[src/rtl/evt_bank_pkg.sv]
package evt_bank_pkg;
  localparam int unsigned OFS_STATUS = 0;
  localparam int unsigned OFS_HOLD   = 4;
  localparam int unsigned OFS_ENABLE = 8;

  typedef enum logic [1:0] {
    SEL_NONE,
    SEL_STATUS,
    SEL_HOLD,
    SEL_ENABLE
  } reg_sel_e;
endpackage

[src/rtl/evt_sync.sv]
module evt_sync #(
  parameter int W      = 8,
  parameter int STAGES = 2
) (
  input  logic         clk_i,
  input  logic         rst_ni,
  input  logic [W-1:0] d_i,
  output logic [W-1:0] q_o
);
  logic [W-1:0] stage_q [STAGES];

  for (genvar s = 0; s < STAGES; s++) begin : g_stage
    if (s == 0) begin : g_first
      always_ff @(posedge clk_i or negedge rst_ni) begin
        if (!rst_ni) stage_q[s] <= '0;
        else         stage_q[s] <= d_i;
      end
    end else begin : g_next
      always_ff @(posedge clk_i or negedge rst_ni) begin
        if (!rst_ni) stage_q[s] <= '0;
        else         stage_q[s] <= stage_q[s-1];
      end
    end
  end

  assign q_o = stage_q[STAGES-1];
endmodule

[src/rtl/evt_capture.sv]
module evt_capture #(
  parameter int W = 8
) (
  input  logic         clk_i,
  input  logic         rst_ni,
  input  logic [W-1:0] evt_i,
  input  logic [W-1:0] hold_i,
  output logic [W-1:0] status_o
);
  logic [W-1:0] status_q;

  for (genvar b = 0; b < W; b++) begin : g_bit
    // hold dominates a same-cycle capture
    always_ff @(posedge clk_i or negedge rst_ni) begin
      if (!rst_ni)        status_q[b] <= 1'b0;
      else if (hold_i[b]) status_q[b] <= 1'b0;
      else if (evt_i[b])  status_q[b] <= 1'b1;
    end
  end

  assign status_o = status_q;
endmodule

[src/rtl/evt_host_regs.sv]
module evt_host_regs
  import evt_bank_pkg::*;
#(
  parameter int EVT_W  = 8,
  parameter int DATA_W = 32,
  parameter int ADDR_W = 4
) (
  input  logic              clk_i,
  input  logic              rst_ni,
  input  logic [ADDR_W-1:0] addr_i,
  input  logic [DATA_W-1:0] wdata_i,
  input  logic              wr_i,
  input  logic              rd_i,
  input  logic [EVT_W-1:0]  status_i,
  output logic [EVT_W-1:0]  hold_o,
  output logic [EVT_W-1:0]  enable_o,
  output logic [DATA_W-1:0] rdata_o,
  output logic              wack_o,
  output logic              rack_o
);
  reg_sel_e          sel;
  logic [EVT_W-1:0]  hold_q, enable_q, wval;
  logic [DATA_W-1:0] rmux, rdata_q;
  logic              wack_q, rack_q;

  always_comb begin
    if (addr_i == ADDR_W'(OFS_STATUS))      sel = SEL_STATUS;
    else if (addr_i == ADDR_W'(OFS_HOLD))   sel = SEL_HOLD;
    else if (addr_i == ADDR_W'(OFS_ENABLE)) sel = SEL_ENABLE;
    else                                    sel = SEL_NONE;
  end

  assign wval = wdata_i[EVT_W-1:0];

  if (DATA_W > EVT_W) begin : g_spare
    logic unused_wdata_hi;
    assign unused_wdata_hi = ^wdata_i[DATA_W-1:EVT_W];
  end

  always_ff @(posedge clk_i or negedge rst_ni) begin
    if (!rst_ni) begin
      hold_q   <= '0;
      enable_q <= '0;
    end else if (wr_i) begin
      if (sel == SEL_HOLD)   hold_q   <= wval;
      if (sel == SEL_ENABLE) enable_q <= wval;
    end
  end

  always_comb begin
    unique case (sel)
      SEL_STATUS: rmux = DATA_W'(status_i);
      SEL_HOLD:   rmux = DATA_W'(hold_q);
      SEL_ENABLE: rmux = DATA_W'(enable_q);
      default:    rmux = '0;
    endcase
  end

  always_ff @(posedge clk_i or negedge rst_ni) begin
    if (!rst_ni) begin
      wack_q  <= 1'b0;
      rack_q  <= 1'b0;
      rdata_q <= '0;
    end else begin
      wack_q  <= wr_i;
      rack_q  <= rd_i;
      rdata_q <= rd_i ? rmux : '0;
    end
  end

  assign hold_o   = hold_q;
  assign enable_o = enable_q;
  assign rdata_o  = rdata_q;
  assign wack_o   = wack_q;
  assign rack_o   = rack_q;
endmodule

[src/rtl/evt_irq.sv]
module evt_irq #(
  parameter int W = 8
) (
  input  logic         clk_i,
  input  logic         rst_ni,
  input  logic [W-1:0] status_i,
  input  logic [W-1:0] enable_i,
  output logic         irq_o
);
  logic irq_q;

  always_ff @(posedge clk_i or negedge rst_ni) begin
    if (!rst_ni) irq_q <= 1'b0;
    else         irq_q <= |(status_i & enable_i);
  end

  assign irq_o = irq_q;
endmodule

[src/rtl/evt_sticky_bank.sv]
module evt_sticky_bank #(
  parameter int EVT_W  = 8,
  parameter int DATA_W = 32,
  parameter int ADDR_W = 4,
  parameter int SYNC_N = 2
) (
  input  logic              clk_i,
  input  logic              rst_ni,
  input  logic [EVT_W-1:0]  evt_i,
  input  logic [ADDR_W-1:0] addr_i,
  input  logic [DATA_W-1:0] wdata_i,
  input  logic              wr_i,
  input  logic              rd_i,
  output logic [DATA_W-1:0] rdata_o,
  output logic              wack_o,
  output logic              rack_o,
  output logic              irq_o
);
  logic [EVT_W-1:0] sync_w, status_w, hold_w, enable_w;

  evt_sync #(.W(EVT_W), .STAGES(SYNC_N)) u_sync (
    .clk_i (clk_i),
    .rst_ni(rst_ni),
    .d_i   (evt_i),
    .q_o   (sync_w)
  );

  evt_capture #(.W(EVT_W)) u_capture (
    .clk_i   (clk_i),
    .rst_ni  (rst_ni),
    .evt_i   (sync_w),
    .hold_i  (hold_w),
    .status_o(status_w)
  );

  evt_host_regs #(.EVT_W(EVT_W), .DATA_W(DATA_W), .ADDR_W(ADDR_W)) u_regs (
    .clk_i   (clk_i),
    .rst_ni  (rst_ni),
    .addr_i  (addr_i),
    .wdata_i (wdata_i),
    .wr_i    (wr_i),
    .rd_i    (rd_i),
    .status_i(status_w),
    .hold_o  (hold_w),
    .enable_o(enable_w),
    .rdata_o (rdata_o),
    .wack_o  (wack_o),
    .rack_o  (rack_o)
  );

  evt_irq #(.W(EVT_W)) u_irq (
    .clk_i   (clk_i),
    .rst_ni  (rst_ni),
    .status_i(status_w),
    .enable_i(enable_w),
    .irq_o   (irq_o)
  );
endmodule

[config.mk]
export PLATFORM = sky130hd
export DESIGN_NAME = evt_sticky_bank
export DESIGN_NICKNAME = d
export VERILOG_FILES = /design/src/rtl/evt_bank_pkg.sv /design/src/rtl/evt_sync.sv /design/src/rtl/evt_capture.sv /design/src/rtl/evt_host_regs.sv /design/src/rtl/evt_irq.sv /design/src/rtl/evt_sticky_bank.sv
export SDC_FILE = /design/constraint.sdc
export NUM_CORES = 1
export LEC_CHECK = 0
export ABC_AREA = 1
export CAP_MARGIN = 20
export CORE_ASPECT_RATIO = 0.6
export CORE_MARGIN = 1
export CORE_UTILIZATION = 55
export CTS_CLUSTER_DIAMETER = 60
export CTS_CLUSTER_SIZE = 12
export DETAILED_ROUTE_END_ITERATION = 12
export DONT_BUFFER_PORTS = 1
export PLACE_DENSITY = 0.7
export RECOVER_POWER = 25
export SLEW_MARGIN = 10
export SYNTH_ARGS = -nofsm -noshare
export SYNTH_HDL_FRONTEND = slang
export SYNTH_HIERARCHICAL = 1
export SYNTH_SLANG_ARGS = --single-unit
[constraint.sdc]
create_clock -name clk_i -period 2.3 [get_ports clk_i]
set_input_delay 0.115 -clock clk_i [delete_from_list [all_inputs] [get_ports clk_i]]
set_output_delay 0.115 -clock clk_i [all_outputs]
set_load 0.05 [all_outputs]
==> run metrics, run 1 <==
TNS Setup 0 ns; CP Capture Type async pin; placed cells 260; synthesized cell area 2190 µm²; Cells after Synth around 230; Rows 17; cts bufs inserted 5; CP Class input port to async pin; Avg WL per Cell ~13 µm; Bufs and invs on worst path 2; compound-gate portion of the synthesized area 3.65%; Max-Cap Viols 0; largest net degree at the start of global routing 52; initial antenna violation count 0; RSZ-0062 raised after global routing no; Fill cells 332; Initial DRC Count 149; Worst setup SP type input port; area occupied by multi-input gates 697 µm²; antenna fix cells 0; fin crit period 1.34 ns; Die Y 50.9 µm; DP Wirelength around 2.4 mm; # setup viols final 0; die width 83.5 µm; hold path endpoint u_regs/rdata_o[7]; CP max stage cell clkbuf_2; PwrDens approximately 800 nW/µm²; Synth-to-Final Area Change 6.79%; Port Buffers 0; reg2reg setup slack around 1.4 ns; CTS tree done; io pins 83; RePlAce Congestion 0.781; Clock Latency Late Sink about 0.29 ns; Vias/cell 4.96; nets between 200 and 300; WL final about 3.7 mm; fraction of layout cells with a size suffix above 1 under 10%; Lkg Pwr 1.22 nW; total global routing overflow 0; post-synthesis simple-gate area fraction 24.0%; Clock Sinks 51; Worst Hold Class input port to register; most frequent cells in the layout 53 x nand2_1, 51 x dfrtp_1, 32 x nand3_1; Layout Cells excl Fill around 290; Synth Warn # 6; post-synthesis register bit count 51; Worst Hold Margin 0.127 ns; H-tree levels 2; depth of the worst register-to-register path 4; DR vias 1418; CP peak stage delay ~0.9 ns; Core Area 3740 µm²; Worst-Margin Slew 1.19 ns; WP data arrival around 1.6 ns; Max Transition Viols Final 0; post-synthesis mux area share 0%; drc violations 0; most common cell after layout, fill and taps aside nand2_1; reg2reg end u_regs/rdata_o[1]; first-pass GRT wire length 6.09 mm; mean area per synthesized cell 9.70 µm²; vias in the first global route around 1200; Clock Path Buffers 2; Max IR drop VDD 0.536 mV; clk_skew 0.00415 ns; adder-cell share of the synthesized area 0%; CTS clk-pin slew, worst paths roughly 0.08 ns; starting density of the core 58.6%; total power around 1.9 mW; CP Max Fanout 51; CP cell instances dlygate4sd3_1 > clkbuf_2; Worst slew margin 20.5%; critical path's top delay family buffers and inverters; drt first pass iters 4; GRT Overall Usage 19.6%; register area share after synthesis 58.2%; Root Buffer clkbuf_8; count of unique library cells instantiated by Yosys 15; register area 1280 µm²; worst hold path startpoint addr_i[2]; Final Hold Fails 0; status completed; main combinational cell family by area after synthesis simple AND/OR/NAND/NOR gates; Hold Crit Depth 5; antenna-violating nets left 0; Tcrit/Tclk final 58.2%; WP data required 2.52 ns; XOR/XNOR Fraction of Synth Area 0%; die area 4250 µm²; Max Clock Freq between 700 and 800 MHz; r2r startpoint u_capture/status_o[1]
-- flip-flops by register name (all words and copies together), names as in the netlist, 8 cells and up --
signal / cells
u_sync/stage_q: 8
u_regs/rdata_o: 8
u_sync/q_o: 8
u_regs/enable_o: 8
u_capture/status_o: 8
u_regs/hold_o: 8
-- final cells by class --
cell class                 count  share of cell area [%]
clock buffer                   6                    3.10
inverter                      11                    1.76
multi-input combinational    151                    29.8
sequential                    51                    54.5
tap                           47                    2.51
timing repair buffer          20                    8.34
-- how the worst max path moves through the flow --
stage,start,cells past startpoint,endpoint,slack (ns)
2_1_floorplan,addr_i[1],6,u_regs/rdata_o[3],1.49
3_3_place_gp,addr_i[1],5,u_regs/hold_o[7],1.10
3_5_place_dp,addr_i[1],5,u_regs/hold_o[2],1.06
4_1_cts,u_regs/wack_o,0,wack_o,1.26
5_1_grt,rst_ni,2,u_regs/rack_o,0.68
6_report,rst_ni,2,u_sync/q_o[0],0.96
-- cells in the mapped netlist, drive strengths merged --
master | count | area [µm²]
nand2 | 55 | 221
dfrtp | 51 | 1280
buf | 35 | 260
nand3 | 32 | 160
nor2 | 24 | 145
o21ai | 16 | 80.1
inv | 11 | 41.3
clkbuf | 1 | 3.75
conb | 1 | 3.75
-- cells by family (layout without fill, tap and decap cells) --
logic type	after synthesis	after routing
and+or+nand+nor	111	111
DFF	51	51
buffers and inverters	47	37
AOI/OAI and AO/OA	16	16
other	1	24
-- report_power, final --
part           total, mW  leakage, nW  internal, mW  switching (mW)
combinational      0.293        0.562        0.0821           0.211
sequential          1.15        0.624          1.02           0.130
clock              0.456       0.0371         0.203           0.253
total               1.89         1.22          1.30           0.593
-- per-layer routing --
metal,routed length (µm),GRT usage [%],vias to the layer above
met5,0,0,-
met4,14,5.93,0
met3,401,5.49,2
met2,1650,29.0,61
met1,1640,28.4,662
li1,-,-,693
-- through the flow --
step / setup slack [ns] / util [%] / cell area [µm²]
final: 0.961 / 62.5 / 2340
after global routing: 0.682 / 62.5 / 2340
after CTS: 1.26 / 63.1 / 2360
after detailed placement: 1.06 / 55.4 / 2070
after global placement: 1.10 / 55.4 / 2070
after floorplan: 1.49 / - / 2280
-- timing repair --
action,in CTS,in global routing
hold buffers,20,0
buffers inserted,0,0
resized for setup,0,0
setup endpoints to repair,0,0
endpoints found under the hold margin,85,0
Note: power is estimated with default switching activity, not from simulation.
==> run 2: changes to the inputs <==
ABC_AREA = 0   (was 1)
clock period = 1.3 ns   (was 2.3 ns; I/O delays follow)
==> run metrics, run 2 <==
CTS tree done (unchanged); antenna fix cells 0 (unchanged); cts bufs inserted 5 (unchanged); post-synthesis register bit count 51 (unchanged); Synth Warn # 6 (unchanged); Initial DRC Count 53 (was 149); DP Wirelength 2.14 mm (was 2.38 mm); clk_skew 0.00485 ns (was 0.00415 ns); Hold Buf Count CTS 21 (was 20); Synth-to-Final Area Change 9.88% (was 6.79%); Die Y 49.7 µm (was 50.9 µm); Port Buffers 0 (unchanged); CP Class input port to register (was input port to async pin); post-CTS sizing 0 (unchanged); RSZ-0062 raised after global routing no (unchanged); io pins 83 (unchanged); Tcrit/Tclk final 78.8%; CP Max Fanout 8 (was 51); CP Capture Type register (was async pin); Synth top cells by count 51 x dfrtp_1, 33 x buf_4, 16 x mux2_2, 9 x nand2_1 (was 53 x nand2_1, 51 x dfrtp_1, 34 x buf_4, 32 x nand3_1, 19 x nor2_1); async set or reset register ratio after synthesis 100% (unchanged); Worst Hold Class input port to register (unchanged); total power 3.59 mW (was 1.89 mW); fraction of layout cells with a size suffix above 1 21.5% (was 5.86%); fin crit period 1.02 ns; WL final 3.26 mm (was 3.71 mm); Worst slew margin 55.6% (was 20.5%); GRT Overall Usage 18.4% (was 19.6%); WP data arrival 1.23 ns (was 1.56 ns); starting density of the core 60.7% (was 58.6%); Worst setup SP type input port (unchanged); top cells by area, synth dfrtp_1 61%, buf_4 12%, mux2_2 8.6%, mux2i_1 3.8%, o21ba_1 3.8% (was dfrtp_1 58%, buf_4 12%, nand2_1 9.1%, nand3_1 7.3%, nor2_1 3.3%); drt first pass iters 4 (unchanged); Max-Cap Viols 0 (unchanged); Lkg Pwr 1.09 nW (was 1.22 nW); Max Clock Freq 976 MHz; synthesized cell area 2090 µm² (was 2190 µm²); largest net degree at the start of global routing 52 (unchanged); Clock Path Buffers 2 (unchanged); Vias/cell 5.10 (was 4.96); drc violations 0 (unchanged); status completed (unchanged); DR vias 1107 (was 1418); H-tree levels 2 (unchanged); RePlAce Congestion 0.795 (was 0.781); mean area per synthesized cell 13.7 µm² (was 9.70 µm²); largest area contributor in the netlist dfrtp_1 (unchanged); PwrDens 1560 nW/µm² (was 809 nW/µm²); Post-synth EDFFs 0 (unchanged); register area share after synthesis 61.1% (was 58.2%); nets 219 (was 288); first-pass GRT wire length 5.25 mm (was 6.09 mm); Max IR drop VDD 0.987 mV (was 0.536 mV); CTS clk-pin slew, worst paths 0.08 ns (about the same); WP data required 1.51 ns (was 2.52 ns); dominant synthesized flop cell dfrtp_1 (unchanged); Rows 16 (was 17); Final Hold Fails 0 (unchanged); die width 81.6 µm (was 83.5 µm); count of unique library cells instantiated by Yosys 16 (was 15); Worst-Margin Slew 0.666 ns (was 1.19 ns); Root Buffer clkbuf_8 (unchanged); Max Transition Viols Final 0 (unchanged); Clock Latency Late Sink 0.29 ns (about the same); TNS Setup 0 ns (unchanged); total global routing overflow 0 (unchanged); top cell type's share of synthesized area 61.1% (was 58.2%); most frequent cell after synthesis dfrtp_1 (was nand2_1); die area 4060 µm² (was 4250 µm²); Cells after Synth 152 (was 226); # setup viols final 0 (unchanged); initial antenna violation count 0 (unchanged); Core Area 3440 µm² (was 3740 µm²); most frequent cells in the layout 51 x dfrtp_1, 24 x conb_1, 20 x dlygate4sd3_1 (was 53 x nand2_1, 51 x dfrtp_1, 32 x nand3_1); antenna-violating nets left 0 (unchanged); setup repair bufs after CTS 0 (unchanged); Avg WL per Cell 15.0 µm (was 13.0 µm); most common cell after layout, fill and taps aside dfrtp_1 (was nand2_1); Clock Sinks 51 (unchanged); vias in the first global route 1088 (was 1232)
-- run 2: cell types whose count changed after synthesis, moves of 3 or more --
cell	change
nand2_1	-44
nand3_1	-32
nor2_1	-18
mux2_2	+16
inv_1	-10
o21ai_0	-10
a21oi_1	+8
mux2i_1	+8
o21ba_1	+8
or2_2	+8
o21ai_1	-6
a22oi_1	+4
nor2_4	-3
-- run 2: path summary, 6_finish.rpt --
| kind | from | to | slack (ns) | depth (start not counted) |
|---|---|---|---|---|
| min | addr_i[3] | u_regs/rdata_o[4] | 0.08 | 3 |
| min in group asynchronous | rst_ni | u_regs/rdata_o[3] | 0.38 | 2 |
| max reg2reg | u_capture/status_o[6] | u_regs/rdata_o[6] | 0.30 | 3 |
| max | addr_i[2] | u_regs/rdata_o[6] | 0.28 | 3 |
| max in group asynchronous | rst_ni | u_regs/hold_o[5] | 0.48 | 2 |
| min reg2reg | u_sync/stage_q[11] | u_sync/q_o[3] | 0.35 | 0 |
-- run 2: cell type report --
cell class,count,area [µm²]
well taps,45,56.3
multi-input cells,90,641
fillers,252,1150
flip-flops and latches,51,1280
clock buffers,8,100
repair buffers,23,223
-- run 2: where the power goes --
| part | switching [mW] | internal (mW) | leakage [nW] |
|---|---|---|---|
| sequential | 0.245 | 1.81 | 0.621 |
| combinational | 0.306 | 0.277 | 0.418 |
| clock | 0.459 | 0.486 | 0.0515 |
| total | 1.01 | 2.58 | 1.09 |
-- run 2: kinds of logic (layout without fill, tap and decap cells) --
kind of cell / after synthesis / after routing / share of synthesized area, %
flops: 51 / 51 / 61.1
buf+inv: 34 / 31 / 12.4
other cells: 1 / 24 / 0.179
simple gates: 22 / 22 / 6.71
compound gates: 20 / 20 / 7.19
mux: 24 / 24 / 12.5
-- run 2: critical path, stage by stage --
cell	delay, ns
dlygate4sd3_1	0.66
or2_2	0.33
a21oi_1	0.17
-- run 2: through the flow --
stage	util, %	area, µm²	worst slack [ns]	cells	hold WS (ns)
6_report	66.7	2300	0.276	217	0.0814
5_1_grt	66.7	2300	0.248	217	0.0905
4_1_cts	67.3	2320	0.295	217	0.0704
3_5_place_dp	57.7	1990	0.246	188	-0.230
3_3_place_gp	57.7	1990	0.287	188	-0.230
2_1_floorplan	-	2180	0.281	175	-0.231
-- run 2: metal layers --
layer  up-vias  global-route usage [%]  share of wire [%]
met3         7                    6.67                6.9
met1       555                    24.9                 45
met2        53                    27.5                 47
met5         -                       0                  0
li1        492                       -                  -
met4         0                    6.43                1.4
